`config.mk`:
```
export PLATFORM = sky130hd
export DESIGN_NAME = prc_portal_guard
export DESIGN_NICKNAME = d
export VERILOG_FILES = /design/src/rtl/prc_pkg.sv /design/src/rtl/prc_ent_table.sv /design/src/rtl/prc_low_pick.sv /design/src/rtl/prc_err_log.sv /design/src/rtl/prc_portal_guard.sv
export SDC_FILE = /design/constraint.sdc
export NUM_CORES = 1
export LEC_CHECK = 0
export BUFFER_PORTS_ARGS = -buffer_cell sky130_fd_sc_hd__buf_2
export CELL_PAD_IN_SITES_DETAIL_PLACEMENT = 1
export CELL_PAD_IN_SITES_GLOBAL_PLACEMENT = 1
export CORE_MARGIN = 2
export CORE_UTILIZATION = 51
export CTS_CLUSTER_DIAMETER = 40
export CTS_CLUSTER_SIZE = 30
export DETAILED_ROUTE_END_ITERATION = 10
export GPL_ROUTABILITY_DRIVEN = 0
export PLACE_DENSITY_LB_ADDON = 0.1
export SLEW_MARGIN = 40
export SYNTH_ARGS = -nofsm -noshare
export SYNTH_HDL_FRONTEND = slang
export SYNTH_SLANG_ARGS = --single-unit
```
`constraint.sdc`:
```
create_clock -name clk -period 4.32 [get_ports clk]
set_input_delay 0.864 -clock clk [delete_from_list [all_inputs] [get_ports clk]]
set_output_delay 0.864 -clock clk [all_outputs]
set_load 0.01 [all_outputs]
```
`src/rtl/prc_pkg.sv`:
```
package prc_pkg;
    localparam int CTX_W = 6;
    localparam int ID_W  = 8;

    typedef logic [CTX_W-1:0] ctx_t;
    typedef logic [ID_W-1:0]  rid_t;

    typedef struct packed {
        logic vld;
        ctx_t ctx;
        rid_t vid;
        rid_t rid;
    } ent_t;

    typedef struct packed {
        ctx_t ctx;
        rid_t vid;
    } key_t;

    typedef struct packed {
        ctx_t ctx;
        rid_t rid;
    } rsp_t;

    function automatic logic ent_match(input ent_t e, input key_t k);
        return e.vld && (e.ctx == k.ctx) && (e.vid == k.vid);
    endfunction
endpackage

```
`src/rtl/prc_ent_table.sv`:
```
module prc_ent_table #(
    parameter int N_ENT = 16,
    localparam int EW = (N_ENT > 1) ? $clog2(N_ENT) : 1
) (
    input  logic                clk,
    input  logic                rst,
    input  logic                wr_en,
    input  logic [EW-1:0]       wr_idx,
    input  prc_pkg::ent_t       wr_ent,
    input  prc_pkg::key_t       key,
    output logic [N_ENT-1:0]    hit_vec,
    input  logic [EW-1:0]       rd_idx,
    output prc_pkg::rid_t       rd_rid
);
    prc_pkg::ent_t tbl_q [N_ENT];

    always_ff @(posedge clk) begin
        if (rst) begin
            for (int i = 0; i < N_ENT; i++) tbl_q[i] <= '0;
        end else if (wr_en) begin
            tbl_q[wr_idx] <= wr_ent;
        end
    end

    for (genvar g = 0; g < N_ENT; g++) begin : g_cmp
        assign hit_vec[g] = prc_pkg::ent_match(tbl_q[g], key);
    end

    assign rd_rid = tbl_q[rd_idx].rid;
endmodule

```
`src/rtl/prc_low_pick.sv`:
```
module prc_low_pick #(
    parameter int N = 16,
    localparam int IW = (N > 1) ? $clog2(N) : 1
) (
    input  logic [N-1:0]  vec,
    output logic          any,
    output logic [IW-1:0] idx
);
    always_comb begin
        any = |vec;
        idx = '0;
        for (int i = N - 1; i >= 0; i--) begin
            if (vec[i]) idx = IW'(i);
        end
    end
endmodule

```
`src/rtl/prc_err_log.sv`:
```
module prc_err_log (
    input  logic          clk,
    input  logic          rst,
    input  logic          blk,
    input  prc_pkg::ctx_t blk_ctx,
    input  prc_pkg::rid_t blk_vid,
    input  logic          clr,
    output logic          flag,
    output prc_pkg::ctx_t ctx,
    output prc_pkg::rid_t vid
);
    always_ff @(posedge clk) begin
        if (rst) begin
            flag <= 1'b0;
            ctx  <= '0;
            vid  <= '0;
        end else begin
            if (clr) flag <= 1'b0;
            if (blk && (!flag || clr)) begin
                flag <= 1'b1;
                ctx  <= blk_ctx;
                vid  <= blk_vid;
            end
        end
    end
endmodule

```
`src/rtl/prc_portal_guard.sv`:
```
module prc_portal_guard #(
    parameter int N_ENT  = 16,
    parameter int N_PORT = 4,
    localparam int EW = (N_ENT > 1) ? $clog2(N_ENT) : 1,
    localparam int PW = (N_PORT > 1) ? $clog2(N_PORT) : 1
) (
    input  logic                       clk,
    input  logic                       rst,
    input  logic                       cfg_ent_we,
    input  logic [EW-1:0]              cfg_ent_idx,
    input  logic                       cfg_ent_vld,
    input  logic [prc_pkg::CTX_W-1:0]  cfg_ent_ctx,
    input  logic [prc_pkg::ID_W-1:0]   cfg_ent_vid,
    input  logic [prc_pkg::ID_W-1:0]   cfg_ent_rid,
    input  logic                       cfg_mode_we,
    input  logic [PW-1:0]              cfg_mode_port,
    input  logic                       cfg_mode_iso,
    input  logic                       req_valid,
    output logic                       req_ready,
    input  logic [PW-1:0]              req_port,
    input  logic [prc_pkg::CTX_W-1:0]  req_ctx,
    input  logic [prc_pkg::ID_W-1:0]   req_vid,
    output logic                       rsp_valid,
    input  logic                       rsp_ready,
    output logic [PW-1:0]              rsp_port,
    output logic [prc_pkg::CTX_W-1:0]  rsp_ctx,
    output logic [prc_pkg::ID_W-1:0]   rsp_rid,
    input  logic                       err_clr,
    output logic                       err_flag,
    output logic [prc_pkg::CTX_W-1:0]  err_ctx,
    output logic [prc_pkg::ID_W-1:0]   err_vid
);
    import prc_pkg::*;

    logic [N_PORT-1:0] iso_q;
    ent_t              wr_ent;
    key_t              lk_key;
    logic [N_ENT-1:0]  hit_vec;
    logic              lk_hit;
    logic [EW-1:0]     lk_idx;
    rid_t              lk_rid;
    logic              acc, port_iso, blk, fwd;
    logic              rsp_vld_q;
    logic [PW-1:0]     rsp_port_q;
    rsp_t              rsp_q;

    // Portal mode bits: 1 means the portal's IDs are virtual
    always_ff @(posedge clk) begin
        if (rst)              iso_q <= '0;
        else if (cfg_mode_we) iso_q[cfg_mode_port] <= cfg_mode_iso;
    end

    assign wr_ent = '{vld: cfg_ent_vld, ctx: cfg_ent_ctx, vid: cfg_ent_vid, rid: cfg_ent_rid};
    assign lk_key = '{ctx: req_ctx, vid: req_vid};

    prc_ent_table #(.N_ENT(N_ENT)) u_tbl (
        .clk    (clk),
        .rst    (rst),
        .wr_en  (cfg_ent_we),
        .wr_idx (cfg_ent_idx),
        .wr_ent (wr_ent),
        .key    (lk_key),
        .hit_vec(hit_vec),
        .rd_idx (lk_idx),
        .rd_rid (lk_rid)
    );

    prc_low_pick #(.N(N_ENT)) u_pick (
        .vec(hit_vec),
        .any(lk_hit),
        .idx(lk_idx)
    );

    assign req_ready = !rsp_vld_q || rsp_ready;
    assign acc       = req_valid && req_ready;
    assign port_iso  = iso_q[req_port];
    assign blk       = acc && port_iso && !lk_hit;
    assign fwd       = acc && !(port_iso && !lk_hit);

    always_ff @(posedge clk) begin
        if (rst) begin
            rsp_vld_q  <= 1'b0;
            rsp_port_q <= '0;
            rsp_q      <= '0;
        end else if (fwd) begin
            rsp_vld_q  <= 1'b1;
            rsp_port_q <= req_port;
            rsp_q.ctx  <= req_ctx;
            rsp_q.rid  <= port_iso ? lk_rid : req_vid;
        end else if (rsp_ready) begin
            rsp_vld_q  <= 1'b0;
        end
    end

    assign rsp_valid = rsp_vld_q;
    assign rsp_port  = rsp_port_q;
    assign rsp_ctx   = rsp_q.ctx;
    assign rsp_rid   = rsp_q.rid;

    prc_err_log u_err (
        .clk    (clk),
        .rst    (rst),
        .blk    (blk),
        .blk_ctx(req_ctx),
        .blk_vid(req_vid),
        .clr    (err_clr),
        .flag   (err_flag),
        .ctx    (err_ctx),
        .vid    (err_vid)
    );
endmodule

```
==> impl_metrics.env <==
export IMPL_dp_slack_ns=0.0648
export IMPL_drt_iter0_drc=953
export IMPL_cts_htree_levels=3
export IMPL_vias_per_cell=5.76
export IMPL_layout_drive_gt1_share_pct=20.6
export IMPL_antenna_left=0
export IMPL_ir_drop_mv=0.431
export IMPL_path_delay_family="compound AO/OA/AOI/OAI gates"
export IMPL_core_area_um2=38500
export IMPL_internal_power_w=0.00812
export IMPL_grt_pass1_wl_um=86500
export IMPL_rows=72
export IMPL_grt_max_degree=54
export IMPL_pwr_share_clk_pct=49.5
export IMPL_cts_resized=0
export IMPL_worstPathMaxFanout=29
export IMPL_dr_pass1_iters=5
export IMPL_numCtsBuffers=66
export IMPL_required_ns=4.75
export IMPL_synth_nets=1580
export IMPL_syn_area_per_cell_um2=12.9
export IMPL_num_fill_cells=3796
export IMPL_hold_class="reg -> reg"
export IMPL_total_power_w=0.0105
export IMPL_overflow=0
export IMPL_rsz0062_at_grt="false"
export IMPL_initial_utilization_pct=51.3
export IMPL_tightest_slew_ns=0.758
export IMPL_swShare_pct=22.7
export IMPL_post_route_period_util_pct=86.7
export IMPL_grt_pass1_vias=13300
export IMPL_p_seq_share_pct=43.6
export IMPL_cts_reportedPaths_clkPinSlew_ns=0.05
export IMPL_route_vias_total=12700
export IMPL_die_area_um2=40300
export IMPL_totalWireLength_um=58300
export IMPL_layout_min_cycle_time_ns=3.75
export IMPL_arrival_ns=4.18
export IMPL_skew_ns=0.0215
export IMPL_synth_seq_cells=404
export IMPL_track_usage_pct=29.4
export IMPL_postSynth_asyncResetShare_pct=0
export IMPL_synth_edf_count=368
export IMPL_tritoncts="yes"
export IMPL_area_delta_synth_final_pct=16.4
export IMPL_synth_top_area_share_pct=56.0
export IMPL_synth_cells=1527
export IMPL_synth_common_cells="and2_1 (368), edfxtp_1 (368), xnor2_1 (223)"
export IMPL_fin_nets=1688
export IMPL_postCtsSetupBuffers=0
export IMPL_max_slew_margin_pct=49.5
export IMPL_critPathMaxStageDelay_ns=0.55
export IMPL_wl_per_cell_um=26.4
export IMPL_maxCapViolations=0
export IMPL_dpl_hpwl_um=36500
export IMPL_hold_viol=0
export IMPL_antenna_cells=0
export IMPL_fmax_ghz=0.267
export IMPL_synth_top_flop_cell="edfxtp_1"
export IMPL_insertion_delay_ns=0.57
export IMPL_setup_viol=0
export IMPL_portBuffers=85
export IMPL_die_w_um=201
export IMPL_power_switching_w=0.00239
export IMPL_start_kind="primary input"
export IMPL_ys_seq_area_share_pct=59.6
export IMPL_outcome="finished, final reports clean"
export IMPL_ios=86
export IMPL_endpoint_kind="register"
export IMPL_antenna_found_initial=3
export IMPL_cts_buffer_depth=3
export IMPL_syn_area_um2=19700
export IMPL_ys_top_cells_by_area="edfxtp_1 (56%), and2_1 (12%), xnor2_1 (9.9%), dfxtp_1 (3.6%), nand4_1 (1.8%)"
export IMPL_drc=0
export IMPL_drv_slew=0
export IMPL_yosysTopAreaCell="edfxtp_1"
export IMPL_ctsHoldBuffers=0
export IMPL_worstHoldStart="u_err.ctx[0]"
export IMPL_p_per_area_nw_per_um2=457
export IMPL_crit_type="in -> reg"
export IMPL_combPwrFrac_pct=6.9
export IMPL_p_leak_nw=8.04
export IMPL_worstPathCellList="buf_2 -> buf_4 -> xnor2_1 -> nand4_1 -> nor4_2 -> a211oi_1 -> o31ai_1 -> a31oi_4 -> buf_12 -> mux4_2 -> o2111ai_1 -> nor3_2 -> o22ai_2"
export IMPL_r2r_start="u_tbl.tbl_q[15][10]"
export IMPL_critPathSlowestCell="nor4_2"
export IMPL_path_buf_inv=3
export IMPL_cts_root_buf="clkbuf_16"
export IMPL_finalWorstSetupSlack_ns=0.573
export IMPL_die_h_um=201
export IMPL_timing_setup_tns_ns=0
export IMPL_worstSetupStartpoint="req_vid[4]"
export IMPL_yosysWarnings=0
export IMPL_yosysUniqueCellTypes=55
export IMPL_clock_sinks=404
-- layout make-up --
type / count / area [µm²] / area share [%]
multi-input cells: 1010 / 7290 / 31.7
clock inverters: 36 / 352 / 1.53
well taps: 518 / 648 / 2.82
flip-flops and latches: 404 / 11800 / 51.2
clock buffers: 83 / 1830 / 7.97
repair buffers: 153 / 1090 / 4.73
-- flip-flops by register name, summed over array words and instances, names as in the netlist --
register,cells
u_tbl.tbl_q,368
rsp_rid,8
u_err.vid,8
rsp_ctx,6
u_err.ctx,6
iso_q,4
rsp_port,2
rsp_valid,1
u_err.flag,1
-- worst register-to-register path, delay by kind of cell, from the launching register on --
kind                   cells  cell delay (ns)
AND/OR/NAND/NOR            3             0.80
flip-flops                 1             0.39
AO/OA/AOI/OAI              5             1.07
XOR/XNOR                   1             0.17
multiplexers               1             0.59
buffers and inverters      1             0.28
-- layer usage --
metal,up-vias,wire [µm],track usage (%),part of all wire (%)
li1,5547,-,-,-
met1,6596,25300,40.4,43
met2,457,28400,49.2,49
met3,94,3250,4.07,5.6
met4,0,1240,7.96,2.1
met5,-,0,0,0
-- kinds of logic (layout without fill, tap and decap cells) --
logic type / after synthesis / count (layout) / share of synthesized area [%]
mux: 67 / 67 / 4.30
buf+inv: 113 / 272 / 3.66
xor+xnor: 224 / 224 / 9.97
simple gates: 667 / 667 / 20.1
compound gates: 52 / 52 / 2.31
flops: 404 / 404 / 59.6
-- power groups by stage --
stage	clock network, W	registers, W	logic [W]
6_report	0.00520	0.00458	0.000723
5_1_grt	0.00539	0.00460	0.000769
4_1_cts	0.00524	0.00458	0.000726
3_5_place_dp	0	0.00466	0.000721
3_3_place_gp	0	0.00464	0.000705
2_1_floorplan	0	0.00463	0.000448
-- stage by stage --
stage	instances	hold slack [ns]	utilization, %	cell area [µm²]
floorplan	1527	0.455	-	19700
global placement	2085	0.467	54.0	20800
detailed placement	2085	0.480	54.0	20800
CTS	2204	0.492	59.7	23000
global route	2204	0.521	59.7	23000
finish	2204	0.485	59.7	23000
-- path summary, 6_finish.rpt --
kind,end,slack [ns],depth (start not counted)
max reg2reg,rsp_rid[6],0.96,11
max,rsp_rid[6],0.57,13
min reg2reg,u_err.ctx[0],0.48,2
min,u_err.ctx[0],0.48,2
-- cells in the final DEF (no fill, tap or decap), types with 3 or more instances in the layout --
cell type	n
mux2_4	7
o2111ai_2	7
mux4_2	9
buf_12	12
nand3_1	35
a22o_1	8
xnor2_1	223
mux2i_1	26
nor4_1	8
o211ai_1	7
nor4_4	6
mux2_2	23
clkinv_2	8
nor2b_1	4
buf_4	56
and2_1	368
edfxtp_1	368
dfxtp_1	36
bufinv_16	6
nand2_1	81
clkbuf_16	71
clkinv_1	10
nand4_1	56
clkinvlp_4	7
nor4_2	4
nor3_2	13
clkbuf_1	11
buf_2	85
nor3b_1	9
o22ai_1	7
nand2b_1	4
a21oi_1	10
clkinv_4	3
or2_2	18
nor2_1	49
(Power assumes the default switching activity.)
